===== config.mk =====
export PLATFORM = sky130hd
export DESIGN_NAME = dualrail_tx
export DESIGN_NICKNAME = d
export VERILOG_FILES = /design/src/rtl/drtx_pkg.sv /design/src/rtl/dr_sync.sv /design/src/rtl/drtx_remain.sv /design/src/rtl/drtx_shift.sv /design/src/rtl/dualrail_tx.sv
export SDC_FILE = /design/constraint.sdc
export NUM_CORES = 1
export LEC_CHECK = 0
export BUFFER_PORTS_ARGS = -buffer_cell sky130_fd_sc_hd__buf_2
export CAP_MARGIN = 20
export CORE_UTILIZATION = 53
export CTS_BUF_LIST = sky130_fd_sc_hd__clkbuf_4
export CTS_CLUSTER_DIAMETER = 30
export DETAILED_ROUTE_END_ITERATION = 8
export PLACE_DENSITY = 0.78
export SYNTH_ARGS = -nofsm -noshare
export SYNTH_HDL_FRONTEND = slang
export SYNTH_SLANG_ARGS = --single-unit

===== constraint.sdc =====
create_clock -name clk -period 1.9 [get_ports clk]
set_input_delay 0.095 -clock clk [delete_from_list [all_inputs] [get_ports clk]]
set_output_delay 0.095 -clock clk [all_outputs]
set_load 0.01 [all_outputs]

===== src/rtl/drtx_pkg.sv =====
// Package: shared state encoding for the dual-rail transmitter.
// Assumes nothing beyond IEEE 1800-2017 enum support.
package drtx_pkg;
    typedef enum logic [2:0] {
        ST_IDLE,
        ST_LOAD,
        ST_WAIT,
        ST_DRIVE,
        ST_BRK_WAIT,
        ST_BRK
    } tx_state_e;
endpackage


===== src/rtl/dr_sync.sv =====
// Multi-stage synchronizer for W asynchronous level inputs.
// Assumes inputs idle high, so every stage resets to ones.
module dr_sync #(
    parameter int W      = 2,
    parameter int STAGES = 2
) (
    input  logic         clk,
    input  logic         rst_n,
    input  logic [W-1:0] d,
    output logic [W-1:0] q
);
    logic [W-1:0] stage [STAGES];

    // Purpose: the first stage captures the raw wire levels.
    always_ff @(posedge clk) begin
        if (!rst_n) stage[0] <= '1;
        else        stage[0] <= d;
    end

    genvar g;
    generate
        for (g = 1; g < STAGES; g++) begin : g_stage
            // Purpose: each later stage re-times the one before it.
            always_ff @(posedge clk) begin
                if (!rst_n) stage[g] <= '1;
                else        stage[g] <= stage[g-1];
            end
        end
    endgenerate

    assign q = stage[STAGES-1];
endmodule


===== src/rtl/drtx_remain.sv =====
// Remaining-byte counter for the current block.
// On load, the base is either the block length (new block) or the stored
// remainder. The transfer count is subtracted, and the result clamps at zero.
module drtx_remain #(
    parameter int BLOCK_LEN = 11,
    parameter int CNT_W     = 4
) (
    input  logic             clk,
    input  logic             rst_n,
    input  logic             load,
    input  logic             new_block,
    input  logic [CNT_W-1:0] cnt,
    output logic             next_zero,
    output logic             rem_zero
);
    logic [CNT_W-1:0] rem_q, base, rem_next;

    // Purpose: pick the base and subtract the transfer count with clamping.
    always_comb begin
        base     = new_block ? CNT_W'(BLOCK_LEN) : rem_q;
        rem_next = (cnt >= base) ? '0 : base - cnt;
    end

    // Purpose: store the remainder when a start is accepted.
    always_ff @(posedge clk) begin
        if (!rst_n)    rem_q <= '0;
        else if (load) rem_q <= rem_next;
    end

    assign next_zero = (rem_next == '0);
    assign rem_zero  = (rem_q == '0);
endmodule


===== src/rtl/drtx_shift.sv =====
// Byte shifter that presents bits most significant first, with a bit index.
// Assumes load and advance are never high in the same cycle.
module drtx_shift #(
    parameter int DATA_W = 8
) (
    input  logic              clk,
    input  logic              rst_n,
    input  logic              load,
    input  logic [DATA_W-1:0] data,
    input  logic              advance,
    output logic              cur_bit,
    output logic              last_bit
);
    localparam int IDX_W = $clog2(DATA_W);

    logic [DATA_W-1:0] sh_q;
    logic [IDX_W-1:0]  idx_q;

    // Purpose: load a new byte, or move on to the next bit after an acknowledge.
    always_ff @(posedge clk) begin
        if (!rst_n) begin
            sh_q  <= '0;
            idx_q <= '0;
        end else if (load) begin
            sh_q  <= data;
            idx_q <= '0;
        end else if (advance) begin
            sh_q  <= {sh_q[DATA_W-2:0], 1'b0};
            idx_q <= idx_q + 1'b1;
        end
    end

    assign cur_bit  = sh_q[DATA_W-1];
    assign last_bit = (idx_q == IDX_W'(DATA_W - 1));
endmodule


===== src/rtl/dualrail_tx.sv =====
// Dual-rail compelled serial transmitter (top).
// Sequences the bytes of a transfer into four-phase bit handshakes and ends a
// short block with a break.
// Assumes: the wires are open-drain with external pull-ups; sense inputs are
// asynchronous; in_data is stable while in_valid is high.
module dualrail_tx
    import drtx_pkg::*;
#(
    parameter int  DATA_W      = 8,
    parameter int  BLOCK_LEN   = 11,
    parameter int  BREAK_CYC   = 4,
    parameter int  SYNC_STAGES = 2,
    localparam int CNT_W       = $clog2(BLOCK_LEN + 1)
) (
    input  logic              clk,
    input  logic              rst_n,
    input  logic              start,
    input  logic              new_block,
    input  logic [CNT_W-1:0]  xfer_count,
    input  logic              in_valid,
    input  logic [DATA_W-1:0] in_data,
    output logic              in_ready,
    output logic              busy,
    output logic              done,
    output logic              drv_one_low,
    output logic              drv_zero_low,
    input  logic              sense_one,
    input  logic              sense_zero
);
    localparam int BRK_W = $clog2(BREAK_CYC + 1);

    tx_state_e        st, st_nxt;
    logic [1:0]       sync_q;
    logic             sync_one, sync_zero, line_idle, ack_seen;
    logic             take, adv, fin, done_q;
    logic             cur_bit, last_bit, next_zero, rem_zero;
    logic [CNT_W-1:0] bytes_left;
    logic [BRK_W-1:0] brk_cnt;

    dr_sync #(.W(2), .STAGES(SYNC_STAGES)) u_sync (
        .clk   (clk),
        .rst_n (rst_n),
        .d     ({sense_one, sense_zero}),
        .q     (sync_q)
    );

    assign sync_one  = sync_q[1];
    assign sync_zero = sync_q[0];
    assign line_idle = sync_one && sync_zero;
    assign ack_seen  = cur_bit ? !sync_zero : !sync_one;

    drtx_remain #(.BLOCK_LEN(BLOCK_LEN), .CNT_W(CNT_W)) u_remain (
        .clk       (clk),
        .rst_n     (rst_n),
        .load      (take),
        .new_block (new_block),
        .cnt       (xfer_count),
        .next_zero (next_zero),
        .rem_zero  (rem_zero)
    );

    drtx_shift #(.DATA_W(DATA_W)) u_shift (
        .clk      (clk),
        .rst_n    (rst_n),
        .load     (st == ST_LOAD && in_valid),
        .data     (in_data),
        .advance  (adv),
        .cur_bit  (cur_bit),
        .last_bit (last_bit)
    );

    // Purpose: next-state logic for byte, bit and break sequencing.
    always_comb begin
        st_nxt = st;
        take   = 1'b0;
        adv    = 1'b0;
        fin    = 1'b0;
        case (st)
            ST_IDLE: if (start) begin
                take = 1'b1;
                if (xfer_count != '0) st_nxt = ST_LOAD;
                else if (!next_zero)  st_nxt = ST_BRK_WAIT;
                else                  fin    = 1'b1;
            end
            ST_LOAD:  if (in_valid)  st_nxt = ST_WAIT;
            ST_WAIT:  if (line_idle) st_nxt = ST_DRIVE;
            ST_DRIVE: if (ack_seen) begin
                adv = 1'b1;
                if (!last_bit)                     st_nxt = ST_WAIT;
                else if (bytes_left != CNT_W'(1))  st_nxt = ST_LOAD;
                else if (!rem_zero)                st_nxt = ST_BRK_WAIT;
                else begin
                    st_nxt = ST_IDLE;
                    fin    = 1'b1;
                end
            end
            ST_BRK_WAIT: if (line_idle) st_nxt = ST_BRK;
            ST_BRK: if (brk_cnt == BRK_W'(BREAK_CYC - 1)) begin
                st_nxt = ST_IDLE;
                fin    = 1'b1;
            end
            default: st_nxt = ST_IDLE;
        endcase
    end

    // Purpose: state, byte countdown, break timer and done pulse registers.
    always_ff @(posedge clk) begin
        if (!rst_n) begin
            st         <= ST_IDLE;
            bytes_left <= '0;
            brk_cnt    <= '0;
            done_q     <= 1'b0;
        end else begin
            st     <= st_nxt;
            done_q <= fin;
            if (take)                 bytes_left <= xfer_count;
            else if (adv && last_bit) bytes_left <= bytes_left - 1'b1;
            brk_cnt <= (st == ST_BRK) ? brk_cnt + 1'b1 : '0;
        end
    end

    assign in_ready     = (st == ST_LOAD);
    assign busy         = (st != ST_IDLE);
    assign done         = done_q;
    assign drv_one_low  = (st == ST_DRIVE && cur_bit)  || (st == ST_BRK);
    assign drv_zero_low = (st == ST_DRIVE && !cur_bit) || (st == ST_BRK);
endmodule


Word level (Yosys, flattened, before mapping)
Memories as Yosys holds them, arrays and structs flattened. Index checks and enable logic that the tools add are counted.

Reductions and logical operators: 20. Equality and inequality tests: 15. $lt $le $gt $ge: 1. Bitwise gates (word level): 3. $mul: 0. Shifts and indexed selects: 0. Mux-type cells: 36. $add $sub $neg: 4. Div/mod/pow operators: 0.

Operator list (count): 3-bit 2-to-1 mux (11); 3-bit one-hot mux with 6 select lines (1); 4-bit 2-to-1 mux (4); 8-bit 2-to-1 mux (2); 1-bit 2-to-1 mux (15); 2-bit inequality test, second input constant (6); 3-bit by 2-bit == test with 1-bit output, second input constant (3); 3-bit == test, second input constant (3); 4-bit logical NOT (2); 7-bit AND reduction (1); 3-bit by 1-bit adder with 3-bit output, second input constant (2); 1-bit logical AND (5); 4-bit greater-or-equal comparator (1); 2-bit 2-to-1 mux (2); 4-bit by 1-bit inequality test with 1-bit output, second input constant (1); 2-bit nonzero test (2); 4-bit nonzero test (1); 4-bit by 1-bit subtractor with 4-bit output, second input constant (1); 4-bit subtractor (1); 3-bit by 1-bit == test with 1-bit output, second input constant (1); 1-bit logical NOT (3); 3-bit logical NOT (1); 3-bit inequality test, second input constant (1); 1-bit one-hot mux with 3 select lines (1); 6 further kinds (8).

Output and inout port bits: 5. Logic and storage cells: 87. Register bits: 26. Memory bits (read-only): 0. Latch bits: 0. RAM bits: 4. Bits of input ports: 19. Memories kept: 1.

Memories: u_sync.stage (depth 2, bits a word 2, read ports 2, clocked after Yosys merged registers in 0, write ports 2, RTL line dr_sync.sv:12) `logic [W-1:0] stage [STAGES];`.

Longest topological paths before layout
Gate-level depths: netlist of the first run.

Depth after elaboration: 8. Depth in mapped cells: 9. Depth with buffers taken out: 9.

By module
Synthesis of the first run repeated with hierarchy kept, for this count alone.

Cell total of the unflattened synthesis: 198. Area, all modules: 1844.3 um2.

Modules (own cells, without submodules): dualrail_tx (cells each 103, instances 1, area an instance 855.8 um2); drtx_shift (cells each 47, instances 1, area an instance 525.5 um2); drtx_remain (cells each 40, instances 1, area an instance 357.8 um2); dr_sync (cells each 8, instances 1, area an instance 105.1 um2).

Worst setup path before layout of the first run
OpenSTA, ideal clock, no wires.

Kind: register -> register. Start point: register u_remain.rem_q[1]. End point: register done_q, in the netlist done. Cell stages (with the launch flop): 8. Buffers on the path: 0. Data arrival time: 1852 ps. Path slack: -74 ps. Cell sequence: dfxtp_1 or2_2 fa_1 xor2_1 nor4b_1 mux2i_1 a21oi_1 o311a_1.

Word-level cells in the longest chain between the ends: 8.

Ends and longest elaborated chain: start, declared (RTL line drtx_remain.sv:16) `logic [CNT_W-1:0] rem_q, base, rem_next;`; start signal, assigned (RTL line drtx_remain.sv:27) `else if (load) rem_q <= rem_next;`; 4-bit 2-to-1 mux (RTL line drtx_remain.sv:20) `base = new_block ? CNT_W'(BLOCK_LEN) : rem_q;`; 4-bit subtractor or 4-bit greater-or-equal comparator (tied branches) (RTL line drtx_remain.sv:21) `rem_next = (cnt >= base) ? '0 : base - cnt;`; 4-bit 2-to-1 mux (RTL line drtx_remain.sv:21); 4-bit logical NOT (RTL line drtx_remain.sv:30) `assign next_zero = (rem_next == '0);`; 1-bit 2-to-1 mux (RTL line dualrail_tx.sv:82) `else if (!next_zero) st_nxt = ST_BRK_WAIT;`; 1-bit 2-to-1 mux (RTL line dualrail_tx.sv:81) `if (xfer_count != '0) st_nxt = ST_LOAD;`; 1-bit 2-to-1 mux (RTL line dualrail_tx.sv:79) `ST_IDLE: if (start) begin`; 1-bit one-hot mux with 3 select lines (*) (RTL line dualrail_tx.sv:78) `case (st)`; end signal, assigned (RTL line dualrail_tx.sv:115) `done_q <= fin;`; end, declared (RTL line dualrail_tx.sv:35) `logic take, adv, fin, done_q;`.

Mark *: on every way between the ends. The rest lies on a longest branch, timed or not. A chain may end at the register's enable or synchronous reset.

Worst setup path in the final report of the first run
Start point: register u_remain.rem_q[0]. End point: register done_q, in the netlist done.

Same word-level chain as after synthesis.

==> results by group, run 1 <==
Power
  • Power consumption: 1.61 mW
  • P_leak: ~0.86 nW
  • Peak supply drop: approximately 0.65 mV
  • Cell Pwr Density: between 700 and 800 nW/um2

Global route
  • GR Util All Layers: a little over a quarter
  • Global-route wire length before repair: 6.71 mm
  • Largest net degree at the start of global routing: 18
  • Vias in the first global route: approximately 1,500
  • Grt ovf: 0
  • Initial antenna violation count: 0

Cells and area
  • Most common cell after layout, fill and taps aside: dfxtp_1
  • Nets@finish: 270
  • Sequential cell area: 603 um2
  • Fin cells: ~270
  • Fillers: about 220
  • Post-route cell area: just over 2000 um2
  • N_diodes: 0
  • Area Overhead vs Synth: 23.8%
  • Share of cells above drive strength 1: between 20% and 30%
  • Commonest cells after routing, fill and taps aside: dfxtp_1 (28), buf_2 (23), nand2_1 (21)
  • Footprint of the multi-input gates: approximately 1000 um2

Critical path
  • R2R Setup Slk: -90 ps
  • CP Launch Type: register
  • Reg2reg start: u_remain.rem_q[0]
  • Critical path peak fanout: 3
  • Type of the worst setup path: reg2reg
  • Crit path largest cell delay: 360 ps
  • Worst reg2reg path depth: 9
  • Req. time, crit path: between 2000 and 2500 ps
  • Reg-to-Reg End: done
  • Crit path arrival time: 2210 ps
  • Crit. End Element: register
  • CP cell instances: nor2_2 > ha_2 > inv_2 > fa_2 > xor2_2 > nor4b_2 > mux2i_1 > a21oi_1 > o311a_1
  • Critical-path top delay cell: fa_2
  • Critical Path Start: u_remain.rem_q[0]

Clock tree
  • CTS tree: done
  • CTS clk-pin slew, worst paths: approximately 100 ps
  • Clock buffers created by TritonCTS: 5
  • Worst-Skew Late Latency: between 300 and 400 ps
  • Longest Clk Path Bufs: 2
  • # clock sinks: 30
  • Root buffer selected by CTS: clkbuf_4
  • H-tree depth: 2

Route
  • DR pass1 iterations: 6
  • Via density: ~5.8
  • Iter 0 DRT Violations: 49
  • Per-cell routed wire length: between 10 and 15 um
  • Final WL: approximately 4 mm
  • Via count: approximately 1,600
  • ANT nets after route: 0
  • DRC: 0

Placement
  • Dpl cell area: ~1900 um2
  • Detailed Place HPWL: approximately 3.0 mm
  • Port buffer count: 23
  • RePlAce Congestion: approximately 0.85
  • DP Cell Count: 259

Logic synthesis
  • Number of synthesized flops with an enable pin: 0
  • FF+latch count, synth: 30
  • Seq/Total Area, Yosys: approximately 36%
  • Post-synth cell types: between 40 and 50
  • Primary FF master, synth: dfxtp_1
  • Syn Nets: roughly 230
  • Ys async rst share: 0%
  • Post-Syn Instances: 203
  • Post-Syn Area: between 1500 and 2000 um2
  • Avg Inst Size Synth: 8.18 um2
  • YS warnings: 0

Timing
  • Final hold violations: 0
  • Endpoints failing setup: 2
  • Setup WS post-layout: -87.8 ps
  • TNS Setup: -133 ps
  • Final period util: 105%
  • Fin crit period: about 2000 ps
  • Max Transition Viols Final: 0
  • Fmax: between 500 and 600 MHz
  • RSZ-0062 raised after global routing: true
  • Setup Skew: between 6 and 7 ps
  • Worst slew pin tran: 464 ps
  • Hold slack: between 30 and 40 ps
  • Max_slew headroom: between 60% and 70%

Outcome
  • Outcome: complete, but fails checks
  • Failing checks: setup timing

Floorplanning
  • Die height: between 50 and 60 um
  • Die extent in x: ~58 um
  • IO Pins: 24
  • # rows: 19
  • Die footprint: 3360 um2
  • Core box area: 2850 um2
  • Initial core utilization: a little under 60%

Hold path
  • Worst hold stages: 3
  • Beginning of the worst hold path: in_data[7]
  • Min-Delay Path Class: in2reg
  • Hold Path End: u_shift.sh_q[7]

Job
  • MaxCap Viol Count: 0
## cells by family (layout without fill, tap and decap cells)
group                      count (synthesis)  in the layout  share of synthesized area [%]
AOI/OAI and AO/OA                         51             51                           19.4
xor gates and xnor gates                   6              6                           3.17
adders and majority gates                 11             11                           8.74
buffers and inverters                     23             61                           6.10
DFF                                       30             30                           36.2
muxes                                      5              5                           3.09
and+or+nand+nor                           77             77                           23.3
## routing by layer
metal  up-vias  GRT usage (%)  routed length (um)  share of wire, %
li1        788              -                   -                 -
met1       730           30.6                1690                43
met2        38           45.0                2010                51
met3        11           7.37                 142               3.6
met4         0           14.3                 120               3.0
met5         -              0                   0                 0
## stage by stage
| step | setup slack [ps] | utilization, % |
|---|---|---|
| CTS | -82.3 | 71.0 |
| global route | -165 | 72.1 |
| global placement | -41.6 | 65.4 |
| detailed placement | -170 | 65.4 |
| finish | -87.8 | 72.1 |
| floorplan | 0.359 | - |
## worst max-delay path: cells and delay by family (launching register included)
| kind | cells | cell delay [ps] |
|---|---|---|
| and+or+nand+nor | 2 | 170 |
| xor gates and xnor gates | 1 | 200 |
| DFF | 1 | 340 |
| AOI/OAI and AO/OA | 2 | 400 |
| buffers and inverters | 1 | 40 |
| muxes | 1 | 200 |
| adders and majority gates | 2 | 530 |
## where the power goes
| group | switching, mW | internal (mW) |
|---|---|---|
| clock network | 0.234 | 0.292 |
| registers | 0.0331 | 0.665 |
| logic | 0.210 | 0.181 |
## state kept, by name, indices dropped and copies added (netlist names)
signal and count:
u_shift.idx_q 3, done 1, u_shift.sh_q 8, brk_cnt 3, bytes_left 4, u_remain.rem_q 4, u_sync.stage 4, st 3
## synthesized netlist by cell type (all sizes together), types with 4 or more instances
cell,count,area [um2]
a21oi,20,100
a22oi,8,60.1
buf,7,41.3
clkbuf,4,15.0
dfxtp,30,601
ha,10,125
inv,11,41.3
mux2i,4,40.0
nand2,21,78.8
nand2b,5,31.3
nand3,9,45.0
nor2,17,66.3
nor3,7,35.0
o21ai,6,30.0
## worst max-delay path by stage
| stage | to | slack (ps) | cells after the start |
|---|---|---|---|
| final | done | -90 | 9 |
| after global routing | done | -160 | 9 |
| after CTS | done | -80 | 9 |
| after detailed placement | done | -170 | 7 |
| after global placement | done | -40 | 7 |
| after floorplan | done | 0.4 | 7 |
## final cells by class
cell class                      count  share of cell area, %
Multi-Input combinational cell    150                   49.9
Sequential cell                    30                   29.3
Timing Repair Buffer               41                   12.7
Clock buffer                        6                   2.19
Inverter                           12                   2.19
Tap cell                           31                   1.89
Clock inverter                      2                   1.83
## timing repair
item,CTS,global route
endpoints found under the hold margin,3,1
pin swaps,4,2
buffers inserted,1,0
cloned,0,0
hold buffers,3,1
gates resized for setup,9,5
endpoints found under the setup margin,2,4
Power figures use the tool's default switching activity.
==> run 2: changes to the inputs <==
Settings changed: PLACE_DENSITY 0.78 to 0.87.
==> results by group, run 2 (same netlist as run 1, synthesis figures left out) <==
Route
  • Via count: 1,571 (+0.26%)
  • Final WL: 3.84 mm (-3.1%)
  • Via density: 5.82 (+1.0%)
  • DR pass1 iterations: 7 (+1)
  • Iter 0 DRT Violations: 56 (+14%)
  • DRC: 1 (+1)
  • ANT nets after route: 0 (unchanged)
  • Per-cell routed wire length: 14.2 um (-2.4%)

Timing
  • RSZ-0062 raised after global routing: true
  • Worst slew pin tran: 529 ps (+65.1 ps)
  • Setup Skew: 17.3 ps (+10.8 ps)
  • TNS Setup: -275 ps (-142 ps)
  • Max Transition Viols Final: 0 (unchanged)
  • Final period util: 109% (+4.4 points)
  • Final hold violations: 0 (unchanged)
  • Endpoints failing setup: 2 (unchanged)
  • Setup WS post-layout: -171 ps (-83.7 ps)
  • Fmax: 483 MHz (-4.0%)
  • Fin crit period: 2070 ps (+83.7 ps)
  • Max_slew headroom: 64.5% (-4.4 points)

Cells and area
  • Fillers: 214 (-4.0%)
  • N_diodes: 0 (unchanged)
  • Area Overhead vs Synth: 21.4%
  • Max reg flops: 8 (unchanged)
  • Nets@finish: 270 (unchanged)
  • Footprint of the multi-input gates: 1030 um2 (+0.61%)
  • Most common cell after layout, fill and taps aside: dfxtp_1
  • Share of cells above drive strength 1: 25.9% (-0.61 points)
  • Commonest cells after routing, fill and taps aside: dfxtp_1 (28), buf_2 (23), nand2_1 (21)
  • Most flop-heavy register: u_shift.sh_q
  • Fin cells: 270 (-0.74%)
  • Sequential cell area: 603 um2 (unchanged)

Global route
  • Grt ovf: 0 (unchanged)
  • Met3 usage: 5.80% (-1.6 points)
  • Grt met2 use: 41.9% (-3.1 points)
  • Initial antenna violation count: 0 (unchanged)
  • Largest net degree at the start of global routing: 18 (unchanged)
  • GR Util All Layers: 25.0% (-1.6 points)
  • M1 GR Usage: 30.4% (-0.17 points)
  • Global-route wire length before repair: 6.37 mm (-5.1%)
  • Vias in the first global route: 1,492 (-2.8%)
  • Top Usage Layer GRT: met2

Power
  • Clk pwr share: 22.8% (-9.7 points)
  • Cell Pwr Density: 703 nW/um2 (-10%)
  • Peak supply drop: 0.428 mV (-34%)
  • P_leak: 0.846 nW (-1.4%)
  • Logic pwr share: 27.8% (+3.6 points)
  • Switching Share: 31.3% (+1.8 points)
  • Internal power: 974 uW (-14%)
  • Power consumption: 1.42 mW (-12%)
  • Net switching power: 444 uW (-6.9%)
  • Reg power frac: 49.4% (+6.1 points)

Clock tree
  • Root buffer selected by CTS: clkbuf_4
  • CTS clk-pin slew, worst paths: 100 ps (about the same)
  • H-tree depth: 2 (unchanged)
  • Longest Clk Path Bufs: 2 (unchanged)
  • CTS tree: done
  • # clock sinks: 30 (unchanged)
  • Worst-Skew Late Latency: 320 ps (-20 ps)
  • Clock buffers created by TritonCTS: 5 (unchanged)

Critical path
  • Critical Path Start: u_remain.rem_q[0]
  • Reg2reg start: u_remain.rem_q[0]
  • Crit path arrival time: 2290 ps (+80 ps)
  • Crit. End Element: register
  • R2R Setup Slk: -170 ps (-80 ps)
  • Req. time, crit path: 2120 ps (about the same)
  • Critical path peak fanout: 3 (unchanged)
  • Worst reg2reg path depth: 9 (unchanged)
  • Type of the worst setup path: reg2reg
  • CP Launch Type: register
  • Reg-to-Reg End: done

Hold path
  • Hold Path End: u_shift.sh_q[0]
  • Min-Delay Path Class: in2reg
  • Beginning of the worst hold path: in_data[0]
  • Worst hold stages: 3 (unchanged)

Outcome
  • Outcome: complete, but fails checks
  • Failing checks: DRC, setup timing

Placement
  • Detailed Place HPWL: 2.72 mm (-9.0%)
  • RePlAce Congestion: 0.849 (-0.54%)
  • Port buffer count: 23 (unchanged)
  • DP Cell Count: 261 (+0.77%)

Floorplanning
  • Core box area: 2850 um2 (unchanged)
  • Die extent in x: 58.0 um (unchanged)
  • # rows: 19 (unchanged)
  • IO Pins: 24 (unchanged)
  • Die height: 58.0 um (unchanged)
  • Initial core utilization: 58.2% (unchanged)
  • Die footprint: 3360 um2 (unchanged)

Job
  • MaxCap Viol Count: 0 (unchanged)
-- run 2: worst max-delay path by stage --
| stage | endpoint | slack [ps] |
|---|---|---|
| floorplan | done | 0.4 |
| global placement | done | -50 |
| detailed placement | done | -150 |
| CTS | done | -90 |
| global route | done | -250 |
| finish | done | -170 |
-- run 2: per-layer routing --
metal	vias up	wire, um
met3	12	187
li1	783	-
met4	0	116
met2	56	1930
met1	720	1610
met5	-	0
-- run 2: power groups by stage --
stage          Clock [mW]  Sequential [mW]  Combinational [mW]
5_1_grt             0.358            0.708               0.436
6_report            0.323            0.700               0.395
3_5_place_dp            0            0.713               0.342
4_1_cts             0.333            0.699               0.360
2_1_floorplan           0            0.694               0.251
3_3_place_gp            0            0.712               0.334
-- run 2: layout make-up --
class / instances / share of cell area, %
Inverter: 12 / 2.23
Timing Repair Buffer: 41 / 12.7
Sequential cell: 30 / 29.9
Clock inverter: 1 / 0.186
Tap cell: 31 / 1.92
Multi-Input combinational cell: 150 / 51.2
Clock buffer: 5 / 1.86
-- run 2: what timing repair did --
action	CTS	global route
hold buffers	2	0
setup buffers	1	0
cloned	0	0
resized for setup	3	11
endpoints found under the hold margin	2	0
endpoints found under the setup margin	2	6
pin swaps	4	5
-- run 2: stage by stage --
stage | setup slack (ps) | area, um2 | util (%) | hold WS [ps]
finish | -171 | 2020 | 70.7 | 43.2
global route | -247 | 2020 | 70.7 | 44.6
CTS | -85.3 | 1960 | 68.8 | 24.0
detailed placement | -148 | 1880 | 65.9 | 280
global placement | -49.0 | 1880 | 65.9 | 274
floorplan | 0.359 | 1670 | - | 196
-- run 2: worst max-delay path, cell delays in order (launching register included) --
cell	delay, ps
dfxtp_2	340
nor2_2	100
ha_2	200
inv_2	50
fa_2	380
xor2_4	220
nor4b_4	70
mux2i_1	210
a21oi_1	110
o311a_1	300
